--- src/rtl/hw_adapt_pkg.sv ---
package hw_adapt_pkg;
  localparam int unsigned DATA_W = 16;
  localparam int unsigned BYTE_W = 8;
  localparam int unsigned LANES  = DATA_W / BYTE_W;

  typedef enum logic [1:0] {
    ST_IDLE = 2'd0,
    ST_MEM0 = 2'd1,
    ST_MEM1 = 2'd2,
    ST_RESP = 2'd3
  } state_e;

  typedef enum logic {
    SZ_BYTE = 1'b0,
    SZ_HALF = 1'b1
  } size_e;
endpackage

--- src/rtl/hw_adapt_ctrl.sv ---
module hw_adapt_ctrl
  import hw_adapt_pkg::*;
(
  input  logic   clk_i,
  input  logic   rst_ni,
  input  logic   accept_i,
  input  logic   reject_i,
  input  logic   split_q_i,
  output state_e state_o
);
  state_e state_q, state_d;

  always_comb begin
    state_d = state_q;
    unique case (state_q)
      ST_IDLE: if (accept_i) state_d = reject_i ? ST_RESP : ST_MEM0;
      ST_MEM0: state_d = split_q_i ? ST_MEM1 : ST_RESP;
      ST_MEM1: state_d = ST_RESP;
      ST_RESP: state_d = ST_IDLE;
      default: state_d = ST_IDLE;
    endcase
  end

  always_ff @(posedge clk_i or negedge rst_ni) begin
    if (!rst_ni) state_q <= ST_IDLE;
    else         state_q <= state_d;
  end

  assign state_o = state_q;
endmodule

--- src/rtl/hw_adapt_lane_map.sv ---
module hw_adapt_lane_map
  import hw_adapt_pkg::*;
#(
  parameter int unsigned AW = 16,
  localparam int unsigned WA = AW - 1
) (
  input  logic [AW-1:0]     addr_i,
  input  size_e             size_i,
  input  logic              second_i,
  input  logic [DATA_W-1:0] wdata_i,
  output logic [WA-1:0]     word_o,
  output logic [LANES-1:0]  be_o,
  output logic [DATA_W-1:0] wdata_o
);
  logic [WA-1:0] base_word;
  assign base_word = addr_i[AW-1:1];
  // second half of a split goes to the next word, wrapping at the top
  assign word_o = base_word + {{(WA-1){1'b0}}, second_i};

  always_comb begin
    if (size_i == SZ_BYTE) begin
      be_o    = addr_i[0] ? 2'b10 : 2'b01;
      wdata_o = {wdata_i[7:0], wdata_i[7:0]};
    end else if (!addr_i[0]) begin
      be_o    = 2'b11;
      wdata_o = wdata_i;
    end else if (!second_i) begin
      be_o    = 2'b10;
      wdata_o = {wdata_i[7:0], 8'h00};
    end else begin
      be_o    = 2'b01;
      wdata_o = {8'h00, wdata_i[15:8]};
    end
  end
endmodule

--- src/rtl/hw_adapt_rd_merge.sv ---
module hw_adapt_rd_merge
  import hw_adapt_pkg::*;
(
  input  logic              clk_i,
  input  logic              rst_ni,
  input  logic              cap_lo_i,
  input  logic              resp_i,
  input  logic              fault_i,
  input  logic              we_i,
  input  size_e             size_i,
  input  logic              odd_i,
  input  logic              split_i,
  input  logic [DATA_W-1:0] mem_rdata_i,
  output logic [DATA_W-1:0] rdata_o
);
  logic [BYTE_W-1:0] lo_q;

  // first word of a split read arrives while the second cycle is issued
  always_ff @(posedge clk_i or negedge rst_ni) begin
    if (!rst_ni)       lo_q <= '0;
    else if (cap_lo_i) lo_q <= mem_rdata_i[15:8];
  end

  always_comb begin
    rdata_o = '0;
    if (resp_i && !fault_i && !we_i) begin
      if (split_i)               rdata_o = {mem_rdata_i[7:0], lo_q};
      else if (size_i == SZ_HALF) rdata_o = mem_rdata_i;
      else if (odd_i)            rdata_o = {8'h00, mem_rdata_i[15:8]};
      else                       rdata_o = {8'h00, mem_rdata_i[7:0]};
    end
  end
endmodule

--- src/rtl/halfword_align_adapter.sv ---
module halfword_align_adapter
  import hw_adapt_pkg::*;
#(
  parameter int unsigned AW = 16
) (
  input  logic          clk_i,
  input  logic          rst_ni,
  input  logic          mis_en_i,
  input  logic          req_valid_i,
  output logic          req_ready_o,
  input  logic          req_we_i,
  input  logic          req_size_i,
  input  logic [AW-1:0] req_addr_i,
  input  logic [15:0]   req_wdata_i,
  output logic          rsp_done_o,
  output logic          rsp_fault_o,
  output logic [15:0]   rsp_rdata_o,
  output logic          mem_en_o,
  output logic          mem_we_o,
  output logic [1:0]    mem_be_o,
  output logic [AW-2:0] mem_addr_o,
  output logic [15:0]   mem_wdata_o,
  input  logic [15:0]   mem_rdata_i
);
  state_e            state;
  logic              accept, misaligned, reject;
  logic [AW-1:0]     addr_q;
  logic              we_q, split_q, fault_q;
  size_e             size_q;
  logic [DATA_W-1:0] wdata_q;

  assign req_ready_o = (state == ST_IDLE);
  assign accept      = req_valid_i && req_ready_o;
  assign misaligned  = req_size_i && req_addr_i[0];
  assign reject      = misaligned && !mis_en_i;

  always_ff @(posedge clk_i or negedge rst_ni) begin
    if (!rst_ni) begin
      addr_q  <= '0;
      we_q    <= 1'b0;
      size_q  <= SZ_BYTE;
      wdata_q <= '0;
      split_q <= 1'b0;
      fault_q <= 1'b0;
    end else if (accept) begin
      addr_q  <= req_addr_i;
      we_q    <= req_we_i;
      size_q  <= size_e'(req_size_i);
      wdata_q <= req_wdata_i;
      split_q <= misaligned && mis_en_i;
      fault_q <= reject;
    end
  end

  hw_adapt_ctrl u_ctrl (
    .clk_i     (clk_i),
    .rst_ni    (rst_ni),
    .accept_i  (accept),
    .reject_i  (reject),
    .split_q_i (split_q),
    .state_o   (state)
  );

  hw_adapt_lane_map #(.AW(AW)) u_lane (
    .addr_i   (addr_q),
    .size_i   (size_q),
    .second_i (state == ST_MEM1),
    .wdata_i  (wdata_q),
    .word_o   (mem_addr_o),
    .be_o     (mem_be_o),
    .wdata_o  (mem_wdata_o)
  );

  hw_adapt_rd_merge u_merge (
    .clk_i       (clk_i),
    .rst_ni      (rst_ni),
    .cap_lo_i    (state == ST_MEM1),
    .resp_i      (state == ST_RESP),
    .fault_i     (fault_q),
    .we_i        (we_q),
    .size_i      (size_q),
    .odd_i       (addr_q[0]),
    .split_i     (split_q),
    .mem_rdata_i (mem_rdata_i),
    .rdata_o     (rsp_rdata_o)
  );

  assign mem_en_o    = (state == ST_MEM0) || (state == ST_MEM1);
  assign mem_we_o    = mem_en_o && we_q;
  assign rsp_done_o  = (state == ST_RESP);
  assign rsp_fault_o = rsp_done_o && fault_q;
endmodule

--- config.mk ---
export PLATFORM = sky130hd
export DESIGN_NAME = halfword_align_adapter
export DESIGN_NICKNAME = d
export VERILOG_FILES = /design/src/rtl/hw_adapt_pkg.sv /design/src/rtl/hw_adapt_ctrl.sv /design/src/rtl/hw_adapt_lane_map.sv /design/src/rtl/hw_adapt_rd_merge.sv /design/src/rtl/halfword_align_adapter.sv
export SDC_FILE = /design/constraint.sdc
export NUM_CORES = 1
export LEC_CHECK = 0
export ABC_AREA = 1
export BUFFER_PORTS_ARGS = -buffer_cell sky130_fd_sc_hd__buf_2
export CAP_MARGIN = 20
export CELL_PAD_IN_SITES_DETAIL_PLACEMENT = 1
export CELL_PAD_IN_SITES_GLOBAL_PLACEMENT = 1
export CORE_ASPECT_RATIO = 1.2
export CORE_MARGIN = 2
export CORE_UTILIZATION = 35
export CTS_BUF_LIST = sky130_fd_sc_hd__clkbuf_8
export DETAILED_ROUTE_END_ITERATION = 7
export PLACE_DENSITY_LB_ADDON = 0.3
export SKIP_CTS_REPAIR_TIMING = 1
export SLEW_MARGIN = 0
export SYNTH_ARGS = -nofsm -noshare
export SYNTH_HDL_FRONTEND = slang
export SYNTH_SLANG_ARGS = --single-unit
--- constraint.sdc ---
create_clock -name clk_i -period 1.9 [get_ports clk_i]
set_input_delay 0.19 -clock clk_i [delete_from_list [all_inputs] [get_ports clk_i]]
set_output_delay 0.19 -clock clk_i [all_outputs]
set_load 0.05 [all_outputs]
After elaboration in Yosys (flattened, before gate mapping)
Index checks and enable logic that the tools add are counted.
{"block": "totals", "register_bits": 46, "input_bits": 54, "out_inout_bits": 54}
{"block": "op_classes", "n_addsub": 1, "eq_ne": 4, "mux": 15, "n_reduce_logical": 13}
{"op": "16-bit two-way mux", "n": 6}
{"op": "15-bit by 1-bit adder with 15-bit output", "n": 1}
{"op": "2-bit two-way mux", "n": 6}
{"op": "1-bit logical AND", "n": 8}
{"op": "8-bit two-way mux", "n": 1}
{"op": "2-bit case mux with 4 select lines", "n": 1}
{"op": "2-bit == test (second input constant)", "n": 2}
{"op": "1-bit logical NOT", "n": 3}
{"op": "2-bit by 1-bit == test with 1-bit output (second input constant)", "n": 1}
{"op": "2-bit logical NOT", "n": 1}
{"op": "2-bit by 1-bit inequality test with 1-bit output (second input constant)", "n": 1}
{"op": "1-bit logical OR", "n": 1}
{"op": "1-bit two-way mux", "n": 1}

Logic depth before layout (Yosys ltp)
{"block": "depth", "depth_word": 5, "ltp_mapped": 11, "depth_no_buf": 10}

Cells and area by module
A second synthesis with hierarchy kept.
{"block": "hier_totals", "hier_cells": 443, "area_unflattened_um2": 3041.7}
{"mod": "halfword_align_adapter", "instances": 1, "cells_per_inst": 164, "area_each_um2": 1500.2, "seq_area_each_um2": 900.9}
{"mod": "hw_adapt_rd_merge", "instances": 1, "cells_per_inst": 132, "area_each_um2": 747.0, "seq_area_each_um2": 200.2}
{"mod": "hw_adapt_lane_map", "instances": 1, "cells_per_inst": 122, "area_each_um2": 626.9, "seq_area_each_um2": 0.0}
{"mod": "hw_adapt_ctrl", "instances": 1, "cells_per_inst": 25, "area_each_um2": 167.7, "seq_area_each_um2": 50.0}

Worst setup path after synthesis
No wires, ideal clock.
{"block": "synth_timing", "kind": "register to output", "start": "reg u_ctrl.state_q[0] (netlist: u_ctrl.state_o[0])", "end": "out mem_addr_o[10]", "t_arrival_ps": 2233, "required_ps": 1710, "setup_slack_ps": -523, "stages_incl_launch_ff": 11, "cell_sequence": "dfrtp_1 > inv_1 > ha_1 > buf_6 > nand2_4 > inv_1 > ha_1 > nand3_1 > nor2_2 > nand2_1 > xor2_1"}
{"block": "synth_between", "elab_chain_cells": 2}
{"element": "from (decl)", "line_no": "hw_adapt_ctrl.sv:11", "rtl": "state_e state_q, state_d;"}
{"element": "from (signal assigned)", "line_no": "hw_adapt_ctrl.sv:26", "rtl": "else state_q <= state_d;"}
{"element": "2-bit == test", "line_no": "halfword_align_adapter.sv:67", "rtl": ".second_i (state == ST_MEM1),"}
{"element": "15-bit by 1-bit adder with 15-bit output", "line_no": "hw_adapt_lane_map.sv:18", "rtl": "assign word_o = base_word + {{(WA-1){1'b0}}, second_i};"}
{"element": "to (decl)", "line_no": "halfword_align_adapter.sv:21", "rtl": "output logic [AW-2:0] mem_addr_o,"}
Every way passes these cells.

Worst setup path in the final report
Same ends and word-level chain as after synthesis.

==> reports/metrics.cfg <==
[status]
status=complete, but fails checks
violations=negative setup slack

[yosys]
synth_cells=364
yosys.area_share.simple_pct=23.39
synth_top_family_by_area=simple AND/OR/NAND/NOR gates
synth_top_area_cell=dfrtp_1
synth_mux_area_share_pct=3.264
yosysTopAreaCellShare_pct=41.70
synth_cell_types=24
syn-cell-area_um2=2760
yosys_warnings=0
ys.flop_type=dfrtp_1
async_flop_share_pct=100.0
synth-xor-area-share_pct=2.856
synth-seq-cells=46
synth_compound_area_share_pct=15.59
ys_top_cells_by_area=dfrtp_1 (42%), nand2_1 (15%), o21ai_0 (9.4%)
syn_nets=425
avgSynthCellArea_um2=7.583
synth-seq-area-share_pct=41.70
synth_edf_count=0
synthAdderAreaFrac_pct=3.173

[sta]
max_freq_mhz=476.5
final.setup.worst_slack_ns=-0.1987
min_period_over_period_pct=110.5
skew_ns=0.004633
worst_pin_slew_ns=0.3879
finalSetupViolations=13
slew-limit-headroom_pct=74.14
rsz0062_at_grt=true
fin_tns_setup_ns=-1.156
min_period_ns=2.099
hold_viol=0
finalMaxSlewViolations=0

[critical_path]
crit_arrival_ns=1.91
cp-end-kind=output pin
path_max_fanout=3
regToRegSetupSlack_ns=0.19
r2r_end=wdata_q[13]$_DFFE_PN0P_
crit_required_ns=1.71
crit_type=reg -> out
r2r_start=u_ctrl.state_o[1]$_DFFE_PN0P_
reg2regPathDepth=8
critPathLaunchType=flop

[final_layout]
utilization_pct=56.11
ff_latch_area_um2=1154
syn_to_final_growth_pct=55.80
drive_gt1_share_pct=42.60
fillers=935
num_antenna_cells=0
multiInputGateArea_um2=1735
fin_nets=553

[routing]
ant_nets=0
avgRoutedWirePerCell_um=15.68
vias=2918
drt_iter0_markers=62
drt_pre_antenna_iters=4
viasPerCell=4.988
drt_wl_total_um=9171
drc=0

[placed_design]
io_buffer_count=107
gp_congestion=0.8102
dp_slack_ns=-0.05378
dpl.hpwl_um=6431

[clock_tree]
clk_pin_slew_ns=0.09
cts_sinks=46
cts_tree=yes
cts_buffers=5
clockBufferDepth=2
h-tree-depth=2
ctsRootBufferMaster=clkbuf_8
insertion_delay_ns=0.29

[power]
p_leak_uw=0.002092
clkPwrFrac_pct=8.3
internal_power_uw=3819
p_total_uw=8740
pwr-share-comb_pct=69.9
swShare_pct=56.30
powerDensity_nw_per_um2=2032
peakVddDrop_uv=1017
sequentialPowerShare_pct=21.7
p_sw_uw=4920

[global_route]
grt_max_degree=59
antenna_found_initial=0
grt_pass1_wl_um=13660
grt_pass1_vias=2961
grt.total_usage_pct=19.46
grt_overflow=0

[floorplan]
start_util_pct=36.02
std_cell_rows=35
pin_count=108
die_y_um=101.3
die_area_um2=8615
core_um2=7664
die_w_um=85.07

[worst_hold_path]
min-delay-start=req_addr_i[5]
holdPathStages=3
min_to=addr_q[5]$_DFFE_PN0P_
worstHoldPathType=in -> reg

[run]
drv_cap=0

-- worst max-delay path: stages, from the launching register on --
cell	delay [ns]
dfrtp_1	0.40
inv_2	0.09
ha_4	0.15
nand2_4	0.05
inv_2	0.06
ha_4	0.14
nand3_4	0.09
nor2_4	0.16
nand2_2	0.11
xor2_4	0.19
buf_4	0.19
-- flip-flops by register name, summed over array words and instances (netlist names) --
register        count
u_ctrl.state_o      2
fault_q             1
u_merge.lo_q        8
wdata_q            16
size_q              1
split_q             1
addr_q             16
we_q                1
-- worst max path at each step --
stage,start,endpoint,slack (ns),cells past startpoint
3_3_place_gp,u_ctrl.state_o[0]$_DFFE_PN0P_,mem_addr_o[10],0.02,10
3_5_place_dp,u_ctrl.state_o[0]$_DFFE_PN0P_,mem_addr_o[10],-0.05,10
6_report,u_ctrl.state_o[0]$_DFFE_PN0P_,mem_addr_o[10],-0.20,10
4_1_cts,u_ctrl.state_o[0]$_DFFE_PN0P_,mem_addr_o[10],-0.39,10
5_1_grt,u_ctrl.state_o[0]$_DFFE_PN0P_,mem_addr_o[14],-0.30,12
2_1_floorplan,u_ctrl.state_o[0]$_DFFE_PN0P_,mem_addr_o[2],-0.13,7
-- synthesized netlist by cell type, types with 3 or more instances --
master,count
a21oi_1,18
buf_2,8
buf_6,5
dfrtp_1,46
ha_1,7
inv_1,44
inv_2,4
mux2_2,8
nand2_1,113
nand2_4,3
nand3_1,13
nand4_1,4
nor2_1,11
o21ai_0,52
o22ai_1,10
xor2_1,7
-- per-layer routing --
metal	vias to the layer above	wire length [um]	global-route usage, %	share of wire (%)
met4	0	106	3.907	1.2
li1	1420	-	-	-
met5	-	0	0	0
met2	70	5072	36.84	55
met1	1420	3639	23.23	40
met3	8	352	3.097	3.8
-- layout make-up --
type                       count  share of cell area (%)
multi-input combinational    258                   40.35
sequential                    46                   26.83
tap                           92                   2.677
clock inverter                 3                  0.9601
clock buffer                   5                   1.600
inverter                      48                   4.364
timing repair buffer         133                   23.22
-- power groups by stage --
stage / combinational (uW) / clock, uW / sequential (uW)
2_1_floorplan: 4190 / 0 / 1770
3_3_place_gp: 5150 / 0 / 1830
3_5_place_dp: 5270 / 0 / 1860
4_1_cts: 5280 / 746 / 1850
5_1_grt: 6530 / 786 / 1960
6_report: 6110 / 727 / 1900
-- cell families after synthesis --
| group | Yosys count |
|---|---|
| and+or+nand+nor | 150 |
| AOI/OAI and AO/OA | 83 |
| buffers and inverters | 61 |
| DFF | 46 |
| xor gates and xnor gates | 9 |
| muxes | 8 |
| adders and majority gates | 7 |
-- placed cells by master (no fill, tap or decap), drive strengths merged, types with 2 or more instances in the layout --
cell / synthesis / layout
a21oi: 18 / 18
buf: 13 / 122
clkbuf: 0 / 15
dfrtp: 46 / 46
ha: 7 / 7
inv: 48 / 49
mux2: 8 / 8
nand2: 117 / 117
nand3: 13 / 13
nand4: 4 / 4
nor2: 15 / 16
o21ai: 54 / 54
o22ai: 10 / 10
xnor2: 2 / 2
xor2: 7 / 7
-- through the flow --
stage / hold WS, ns / instance area (um^2) / instances
2_1_floorplan: -0.1056 / 3039 / 364
3_3_place_gp: 0.1370 / 3716 / 563
3_5_place_dp: 0.1384 / 3716 / 563
4_1_cts: -0.1853 / 3826 / 571
5_1_grt: 0.09570 / 4300 / 585
6_report: 0.08496 / 4300 / 585
Note: power is estimated with default switching activity, not from simulation.
